### config.mk
export PLATFORM = sky130hd
export DESIGN_NAME = pwm_bank_top
export DESIGN_NICKNAME = d
export VERILOG_FILES = /design/src/rtl/pwm_bank_pkg.sv /design/src/rtl/pwm_bank_regs.sv /design/src/rtl/pwm_bank_chan.sv /design/src/rtl/pwm_bank_top.sv
export SDC_FILE = /design/constraint.sdc
export NUM_CORES = 1
export LEC_CHECK = 0
export BUFFER_PORTS_ARGS = -buffer_cell sky130_fd_sc_hd__buf_4
export CAP_MARGIN = 5
export CELL_PAD_IN_SITES_DETAIL_PLACEMENT = 2
export CELL_PAD_IN_SITES_GLOBAL_PLACEMENT = 2
export CORE_UTILIZATION = 46
export CTS_CLUSTER_SIZE = 40
export DETAILED_ROUTE_END_ITERATION = 8
export GPL_TIMING_DRIVEN = 0
export PLACE_DENSITY = 0.85
export SLEW_MARGIN = 5
export SYNTH_ARGS = -nofsm -noshare
export SYNTH_HDL_FRONTEND = slang
export SYNTH_SLANG_ARGS = --single-unit
### constraint.sdc
create_clock -name clk -period 5.7 [get_ports clk]
set_clock_uncertainty 0.15 [all_clocks]
set_input_delay 0.57 -clock clk [delete_from_list [all_inputs] [get_ports clk]]
set_output_delay 0.57 -clock clk [all_outputs]
set_load 0.1 [all_outputs]
### src/rtl/pwm_bank_pkg.sv
package pwm_bank_pkg;
  // register select taken from byte-address bits [3:2] inside a channel window
  typedef enum logic [1:0] {
    SEL_CTRL   = 2'd0,
    SEL_DUTY   = 2'd1,
    SEL_PERIOD = 2'd2,
    SEL_SPARE  = 2'd3
  } reg_sel_e;

  localparam int RUN_BIT = 0;  // run bit position in the control word
  localparam int PSC_LSB = 2;  // prescaler field starts here
endpackage

### src/rtl/pwm_bank_regs.sv
module pwm_bank_regs
  import pwm_bank_pkg::*;
#(
  parameter int NUM_CH     = 4,
  parameter int ADDR_W     = 8,
  parameter int DATA_W     = 32,
  parameter int CNT_W      = 16,
  parameter int PSC_W      = 14,
  parameter bit HAS_MASTER = 1'b1,
  parameter int MASTER_OFS = 'h3C
) (
  input  logic                          clk,
  input  logic                          rst_n,
  input  logic [ADDR_W-1:0]             bus_addr,
  input  logic [DATA_W-1:0]             bus_wdata,
  input  logic                          bus_wr,
  input  logic                          bus_rd,
  output logic [DATA_W-1:0]             bus_rdata,
  output logic [NUM_CH-1:0]             ch_en,
  output logic [NUM_CH-1:0][PSC_W-1:0]  ch_psc,
  output logic [NUM_CH-1:0][CNT_W-1:0]  ch_duty,
  output logic [NUM_CH-1:0][CNT_W-1:0]  ch_period,
  output logic                          master_en
);
  localparam int CH_W = ADDR_W - 4;
  localparam logic [CH_W:0]     NCH_L = (CH_W+1)'(NUM_CH);
  localparam logic [ADDR_W-1:0] MST_A = ADDR_W'(MASTER_OFS);

  logic [CH_W-1:0]   a_ch;
  reg_sel_e          a_sel;
  logic              a_ok;
  logic              hit_master;
  logic [DATA_W-1:0] rd_val;

  assign a_ch       = bus_addr[ADDR_W-1:4];
  assign a_sel      = reg_sel_e'(bus_addr[3:2]);
  assign a_ok       = (bus_addr[1:0] == 2'b00) && ({1'b0, a_ch} < NCH_L);
  assign hit_master = HAS_MASTER && (bus_addr == MST_A);

  for (genvar c = 0; c < NUM_CH; c++) begin : g_ch
    always_ff @(posedge clk or negedge rst_n) begin
      if (!rst_n) begin
        ch_en[c]     <= 1'b0;
        ch_psc[c]    <= '0;
        ch_duty[c]   <= '0;
        ch_period[c] <= '0;
      end else if (bus_wr && a_ok && (a_ch == CH_W'(c))) begin
        case (a_sel)
          SEL_CTRL: begin
            ch_en[c]  <= bus_wdata[RUN_BIT];
            ch_psc[c] <= bus_wdata[PSC_LSB +: PSC_W];
          end
          SEL_DUTY:   ch_duty[c]   <= bus_wdata[CNT_W-1:0];
          SEL_PERIOD: ch_period[c] <= bus_wdata[CNT_W-1:0];
          default: ;
        endcase
      end
    end
  end

  if (HAS_MASTER) begin : g_master
    logic master_q;
    always_ff @(posedge clk or negedge rst_n) begin
      if (!rst_n)                    master_q <= 1'b0;
      else if (bus_wr && hit_master) master_q <= bus_wdata[0];
    end
    assign master_en = master_q;
  end else begin : g_no_master
    assign master_en = 1'b1;
  end

  always_comb begin
    rd_val = '0;
    for (int c = 0; c < NUM_CH; c++) begin
      if (a_ok && (a_ch == CH_W'(c))) begin
        case (a_sel)
          SEL_CTRL: begin
            rd_val[RUN_BIT]           = ch_en[c];
            rd_val[PSC_LSB +: PSC_W]  = ch_psc[c];
          end
          SEL_DUTY:   rd_val[CNT_W-1:0] = ch_duty[c];
          SEL_PERIOD: rd_val[CNT_W-1:0] = ch_period[c];
          default: ;
        endcase
      end
    end
    if (hit_master) rd_val[0] = master_en;
  end

  always_ff @(posedge clk or negedge rst_n) begin
    if (!rst_n)      bus_rdata <= '0;
    else if (bus_rd) bus_rdata <= rd_val;
    else             bus_rdata <= '0;
  end
endmodule

### src/rtl/pwm_bank_chan.sv
module pwm_bank_chan #(
  parameter int CNT_W = 16,
  parameter int PSC_W = 14
) (
  input  logic             clk,
  input  logic             rst_n,
  input  logic             run,
  input  logic [PSC_W-1:0] cfg_psc,
  input  logic [CNT_W-1:0] cfg_duty,
  input  logic [CNT_W-1:0] cfg_period,
  output logic             pwm_o,
  output logic             start_o,
  output logic             tick_o,
  output logic             wrap_o
);
  logic             started_q;
  logic [PSC_W-1:0] psc_cnt_q, act_psc_q;
  logic [CNT_W-1:0] tick_cnt_q, act_duty_q, act_period_q;

  // last tick of a cycle; a zero cycle count wraps on every tick
  function automatic logic last_tick(input logic [CNT_W-1:0] cnt,
                                     input logic [CNT_W-1:0] per);
    return (per == '0) || (cnt == per - CNT_W'(1));
  endfunction

  // output level within a cycle; duty >= period stays high since cnt < period
  function automatic logic level(input logic [CNT_W-1:0] cnt,
                                 input logic [CNT_W-1:0] duty,
                                 input logic [CNT_W-1:0] per);
    return (per != '0) && (cnt < duty);
  endfunction

  assign start_o = run & ~started_q;
  assign tick_o  = run & started_q & (psc_cnt_q == act_psc_q);
  assign wrap_o  = tick_o & last_tick(tick_cnt_q, act_period_q);
  assign pwm_o   = run & started_q & level(tick_cnt_q, act_duty_q, act_period_q);

  always_ff @(posedge clk or negedge rst_n) begin
    if (!rst_n) begin
      started_q    <= 1'b0;
      psc_cnt_q    <= '0;
      tick_cnt_q   <= '0;
      act_psc_q    <= '0;
      act_duty_q   <= '0;
      act_period_q <= '0;
    end else if (!run) begin
      started_q  <= 1'b0;
      psc_cnt_q  <= '0;
      tick_cnt_q <= '0;
    end else if (!started_q) begin
      started_q    <= 1'b1;
      psc_cnt_q    <= '0;
      tick_cnt_q   <= '0;
      act_psc_q    <= cfg_psc;
      act_duty_q   <= cfg_duty;
      act_period_q <= cfg_period;
    end else if (tick_o) begin
      psc_cnt_q <= '0;
      if (wrap_o) begin
        tick_cnt_q   <= '0;
        act_psc_q    <= cfg_psc;
        act_duty_q   <= cfg_duty;
        act_period_q <= cfg_period;
      end else begin
        tick_cnt_q <= tick_cnt_q + CNT_W'(1);
      end
    end else begin
      psc_cnt_q <= psc_cnt_q + PSC_W'(1);
    end
  end
endmodule

### src/rtl/pwm_bank_top.sv
module pwm_bank_top #(
  parameter int NUM_CH     = 4,
  parameter int ADDR_W     = 8,
  parameter int DATA_W     = 32,
  parameter int CNT_W      = 16,
  parameter int PSC_W      = 14,
  parameter bit HAS_MASTER = 1'b1
) (
  input  logic              clk,
  input  logic              rst_n,
  input  logic [ADDR_W-1:0] bus_addr,
  input  logic [DATA_W-1:0] bus_wdata,
  input  logic              bus_wr,
  input  logic              bus_rd,
  output logic [DATA_W-1:0] bus_rdata,
  output logic [NUM_CH-1:0] pwm_out
);
  logic [NUM_CH-1:0]             ch_en;
  logic [NUM_CH-1:0][PSC_W-1:0]  ch_psc;
  logic [NUM_CH-1:0][CNT_W-1:0]  ch_duty;
  logic [NUM_CH-1:0][CNT_W-1:0]  ch_period;
  logic                          master_en;
  // named event wires for the checker
  logic [NUM_CH-1:0]             run_vec, start_vec, tick_vec, wrap_vec;

  pwm_bank_regs #(
    .NUM_CH(NUM_CH), .ADDR_W(ADDR_W), .DATA_W(DATA_W),
    .CNT_W(CNT_W), .PSC_W(PSC_W), .HAS_MASTER(HAS_MASTER), .MASTER_OFS('h3C)
  ) regs_i (
    .clk(clk), .rst_n(rst_n), .bus_addr(bus_addr), .bus_wdata(bus_wdata),
    .bus_wr(bus_wr), .bus_rd(bus_rd), .bus_rdata(bus_rdata),
    .ch_en(ch_en), .ch_psc(ch_psc), .ch_duty(ch_duty),
    .ch_period(ch_period), .master_en(master_en)
  );

  assign run_vec = ch_en & {NUM_CH{master_en}};

  for (genvar c = 0; c < NUM_CH; c++) begin : g_chan
    pwm_bank_chan #(.CNT_W(CNT_W), .PSC_W(PSC_W)) chan_i (
      .clk(clk), .rst_n(rst_n), .run(run_vec[c]),
      .cfg_psc(ch_psc[c]), .cfg_duty(ch_duty[c]), .cfg_period(ch_period[c]),
      .pwm_o(pwm_out[c]), .start_o(start_vec[c]),
      .tick_o(tick_vec[c]), .wrap_o(wrap_vec[c])
    );
  end
endmodule

# After elaboration in Yosys (flattened, before gate mapping)
# Cells that the tools add are included.
# word_totals
register_bits	513
inputBits	44
word_cells	234
# classes
eq_ne	26
n_reduce_logical	46
bitwise_logic	17
mux	86
addsub	12
n_lt_le_gt_ge	5
# ops
operator	n
2-to-1 mux 16 bit	45
2-to-1 mux 14 bit	24
one-hot mux 14 bit (3 select lines)	4
adder 16 x 1 -> 16 bit (second input constant)	4
== test 16 bit	4
logical NOT 16 bit	4
< comparator 16 bit	4
nonzero test 16 bit	4
subtractor 16 x 1 -> 16 bit (second input constant)	4
adder 14 x 1 -> 14 bit (second input constant)	4
== test 14 bit	4
AND reduction 2 bit	12
AND 1 bit	16
!= test 2 x 1 -> 1 bit (second input constant)	8
logical AND 1 bit	15
!= test 3 x 2 -> 1 bit (second input constant)	4
one-hot mux 1 bit (3 select lines)	4
AND reduction 3 bit	4
== test 4 x 2 -> 1 bit (second input constant)	2
== test 8 x 6 -> 1 bit (second input constant)	1
one-hot mux 1 bit (2 select lines)	4
2-to-1 mux 1 bit	5
AND 4 bit	1
== test 4 x 1 -> 1 bit (second input constant)	1
other kinds (6)	10

# Depth between registers and ports, before layout
# logic_depth
word_depth	12
ltp_mapped	12
ltp_nobuf	10

# By module
# A second synthesis with hierarchy kept.
# unflattened
hier_cells	2498
hier_area_um2	27615.2
# by_module_without_submodules
mod	cells_per_inst	area_per_inst_um2	instances	seq_area_each_um2
pwm_bank_chan	459	4586.9	4	1926.8
pwm_bank_regs	658	9242.6	1	5129.9
pwm_bank_top	4	25.0	1	0.0

# Worst setup path after synthesis
# Ideal clock, no wire load.
# synth_path
path_kind	flip-flop to flip-flop
startpoint	register g_chan[0].chan_i.act_period_q[8]
endpoint	register g_chan[0].chan_i.act_duty_q[0]
slack_ns	2.317
stages_incl_launch_ff	11
setup_time_ns	0.125
t_arrival_ns	3.108
cell_sequence	dfrtp_1 -> clkbuf_1 -> or4_4 -> or4_4 -> nor4_2 -> a41oi_1 -> a32o_1 -> o311ai_4 -> nand2_2 -> buf_6 -> mux2_4
# synth_between
elab_chain_cells	6
elab_cells_between_ends	7
# synth_rtl
element	line_no	rtl
from (decl)	pwm_bank_chan.sv:18	logic [CNT_W-1:0] tick_cnt_q, act_duty_q, act_period_q;
from (signal assigned)	pwm_bank_chan.sv:56	act_period_q <= cfg_period;
from (signal assigned)	pwm_bank_chan.sv:63	act_period_q <= cfg_period;
subtractor 16 x 1 -> 16 bit	pwm_bank_chan.sv:23	return (per == '0) || (cnt == per - CNT_W'(1));
== test 16 bit	pwm_bank_chan.sv:23	
logical OR 1 bit *	pwm_bank_chan.sv:23	
AND 1 bit *	pwm_bank_chan.sv:35	assign wrap_o = tick_o & last_tick(tick_cnt_q, act_period_q);
!= test 2 x 1 -> 1 bit (no line) *	n/a	
AND reduction 3 bit (no line) *	n/a	
to (signal assigned)	pwm_bank_chan.sv:55	act_duty_q <= cfg_duty;
to (signal assigned)	pwm_bank_chan.sv:62	act_duty_q <= cfg_duty;
to (decl)	pwm_bank_chan.sv:18	
# Mark *: on every way between the ends. The rest lies on a longest branch, timed or not.
# A chain may end at the register's enable or synchronous reset.

# Worst setup path after layout
# layout_path
startpoint	register g_chan[1].chan_i.act_period_q[3]
endpoint	register g_chan[1].chan_i.tick_cnt_q[10]
# layout_between
elab_chain_cells	8
elab_cells_between_ends	9
# layout_rtl
element	line_no	rtl
from (decl)	pwm_bank_chan.sv:18	
from (signal assigned)	pwm_bank_chan.sv:56	
from (signal assigned)	pwm_bank_chan.sv:63	
subtractor 16 x 1 -> 16 bit	pwm_bank_chan.sv:23	
== test 16 bit	pwm_bank_chan.sv:23	
logical OR 1 bit *	pwm_bank_chan.sv:23	
AND 1 bit *	pwm_bank_chan.sv:35	
2-to-1 mux 16 bit *	pwm_bank_chan.sv:59	if (wrap_o) begin
2-to-1 mux 16 bit *	pwm_bank_chan.sv:57	end else if (tick_o) begin
2-to-1 mux 16 bit *	pwm_bank_chan.sv:50	end else if (!started_q) begin
2-to-1 mux 16 bit *	pwm_bank_chan.sv:46	end else if (!run) begin
to (signal assigned)	pwm_bank_chan.sv:65	tick_cnt_q <= tick_cnt_q + CNT_W'(1);
to (decl)	pwm_bank_chan.sv:18	
# Mark *: on every way between the ends. The rest lies on a longest branch, timed or not. The select of a mux whose other input is x is not followed.

==> out/metrics.yaml <==
worst_setup_path_start_kind: "flop"
synth_area_sq_um: 26500
cts_max_level: 2
grt_usage_pct: 38.0
hold_start: "bus_wdata[14]"
fin_nets: 2592
min_to: "regs_i.ch_period[62]"
setup_ws_ns: 0.951
wl_per_cell_um: 34.0
cts_buffer_depth: 3
cts_tree: "done"
place.gp.congestion: 0.995
post_cts_buffers: 0
max_stage_delay_ns: 1.04
antenna_found_initial: 11
hold_viol_final: 0
synth_commonest_cells: "513 x dfrtp_1, 300 x mux2_2, 149 x nor2_1"
ir_worst_vdd_mv: 0.256
leakagePower_nw: 14.5
initial_core_util_pct: 46.7
min_path_type: "input port to flop"
worstPathRequired_ns: 6.13
drt-total-wl_um: 111000
ys_types: 78
r2r-end: "g_chan[1].chan_i.tick_cnt_q[10]"
yosysTopAreaCellShare_pct: 48.4
viasPerCell: 6.59
synth_top_cell_by_area: "dfrtp_1"
placed_cells: 3163
drc_errors: 0
syn_to_final_growth_pct: 13.2
syn-instance-count: 2340
dpl.hpwl_um: 70000
rr_worst_depth: 9
drive_gt1_share_pct: 21.5
cts-root-buf: "clkbuf_16"
cp_max_fo: 10
rrSetupSlack_ns: 0.95
max_freq_ghz: 0.211
first_global_vias: 24438
final_cells: 3271
worstPathCellList: "nor4_1, nand3_1, mux2_2, mux2i_1, o22ai_1, a21oi_1, clkbuf_1, nand2_1, mux2i_1"
yosys_register_bits: 513
hold_depth: 2
seq_area_frac_synth_pct: 48.4
dieArea_sq_um: 58600
cts_sinks: 513
period_minus_slack_ns: 4.75
p_per_area_nw_per_um2: 276
synth_edf_count: 0
grt_pass1_wl_um: 167000
core_area_sq_um: 56700
antenna_left: 0
clock_latency_ns: 0.67
synth-main-ff-cell: "dfrtp_1"
drt_iter0_markers: 1770
period_share_pct: 83.3
yosysWarnings: 0
portBuffers: 46
io_pins: 80
worst_pin_slew_ns: 1.25
clkTransAtPathRegs_ns: 0.07
slew_headroom_pct: 16.3
cp-end-kind: "flop"
num_rows: 87
crit_slowest_cell: "nor4_1"
cap_violations: 0
rsz0062_at_grt: "no"
die_w_um: 242
setup_violations: 0
cts_buffers: 57
synth_area_leaders: "dfrtp_1 48%, mux2_2 13%, ha_1 3.8%, xor2_1 3.3%, xnor2_1 2.8%"
synth_most_common_cell: "dfrtp_1"
vias: 21558
slew_viol_final: 0
synthArstFlopShare_pct: 100
firstDrtPassIters: 7
outcome: "completed"
reg2reg_from: "g_chan[1].chan_i.act_period_q[3]"
postSynthAreaPerCell_sq_um: 11.3
path_class: "flop to flop"
pre_cts_ws_ns: 1.27
die_y_um: 242
grt_max_degree: 122
grt_overflow_total: 0
cpMostUsedCell: "mux2i_1"
worstPathArrival_ns: 5.18
==> registers in the layout (all words and copies together), names as in the netlist <==
name	flops
regs_i.bus_rdata	16
regs_i.ch_period	64
g_chan.chan_i.act_duty_q	64
regs_i.master_en	1
g_chan.chan_i.started_q	4
g_chan.chan_i.act_psc_q	56
g_chan.chan_i.psc_cnt_q	56
regs_i.ch_psc	56
g_chan.chan_i.tick_cnt_q	64
regs_i.ch_duty	64
g_chan.chan_i.act_period_q	64
regs_i.ch_en	4
==> cells in the final DEF (no fill, tap or decap), types with 27 or more instances in the layout <==
master / n
and3_1: 35
ha_1: 81
a222oi_1: 41
mux2_4: 30
nand4_1: 27
xnor2_1: 86
mux2_1: 40
clkbuf_16: 59
nor2_1: 149
dfrtp_1: 513
clkbuf_1: 101
nor3_1: 35
o21ai_0: 35
buf_4: 66
nand3_1: 116
a21o_1: 38
mux2_2: 300
xor2_1: 101
nand2_1: 115
a21oi_1: 43
inv_1: 94
==> worst max-delay path: cells and delay by family, from the launching register on <==
kind | cells | cell delay [ns]
buf+inv | 1 | 0.57
simple gates | 3 | 1.59
mux | 3 | 0.70
compound gates | 2 | 1.16
flops | 1 | 0.49
==> worst max path at each step <==
stage | start | to | slack [ns]
5_1_grt | g_chan[1].chan_i.act_period_q[3] | g_chan[1].chan_i.tick_cnt_q[4] | 0.69
3_5_place_dp | g_chan[2].chan_i.act_period_q[3] | g_chan[2].chan_i.act_duty_q[14] | 1.27
4_1_cts | g_chan[1].chan_i.act_period_q[3] | g_chan[1].chan_i.tick_cnt_q[9] | 1.01
6_report | g_chan[1].chan_i.act_period_q[3] | g_chan[1].chan_i.tick_cnt_q[10] | 0.95
3_3_place_gp | rst_n | g_chan[3].chan_i.tick_cnt_q[14] | -1.53
2_1_floorplan | g_chan[0].chan_i.act_period_q[8] | g_chan[0].chan_i.act_duty_q[0] | 2.32
==> kinds of logic (layout without fill, tap and decap cells) <==
kind of cell	Yosys count	after routing	share of synthesized area, %
flops	513	513	48.4
xor+xnor	187	187	6.18
simple gates	621	621	11.8
fa+ha+maj	81	81	3.82
other cells	1	18	0.0141
mux	390	390	16.9
compound gates	321	321	9.19
buf+inv	226	384	3.63
==> timing repair <==
action | in CTS | in global routing
hold endpoints to repair | 48 | 0
endpoints found under the setup margin | 0 | 0
hold buffers | 1 | 0
resized for setup | 0 | 0
==> final cells by class <==
cell class	count	area [sq um]
fill	5412	26700
sequential	513	12800
multi-input combinational	1616	12800
clock buffer	82	1700
tap	756	946
buffer	132	608
timing repair buffer	53	508
inverter	94	353
clock inverter	23	264
antenna	2	5.00
==> power breakdown <==
part | switching, mW | internal, mW | total, mW
clock | 1.75 | 2.30 | 4.05
combinational | 0.327 | 0.124 | 0.451
sequential | 0.0862 | 3.70 | 3.78
==> routing by layer <==
layer | track usage (%) | vias up | share of wire, % | wire (um)
li1 | - | 8643 | - | -
met3 | 7.62 | 433 | 6.8 | 7550
met1 | 44.2 | 11430 | 37 | 41400
met5 | 0.980 | - | 0.14 | 153
met4 | 22.0 | 14 | 6.0 | 6710
met2 | 65.3 | 1038 | 50 | 55400
==> stage by stage <==
step / area [sq um] / TNS [ns] / hold slack, ns / utilization, % / total power [mW]
after detailed placement: 28000 / 0 / 0.332 / 49.4 / 4.26
after CTS: 30000 / 0 / 0.0245 / 52.9 / 8.26
after global placement: 27900 / -744.15 / 0.330 / 49.1 / 4.21
after floorplan: 26600 / 0 / 0.124 / - / 4.01
after global routing: 30000 / 0 / 0.0500 / 52.9 / 8.39
final: 30000 / 0 / 0.0381 / 52.9 / 8.28
(Power assumes the default switching activity.)
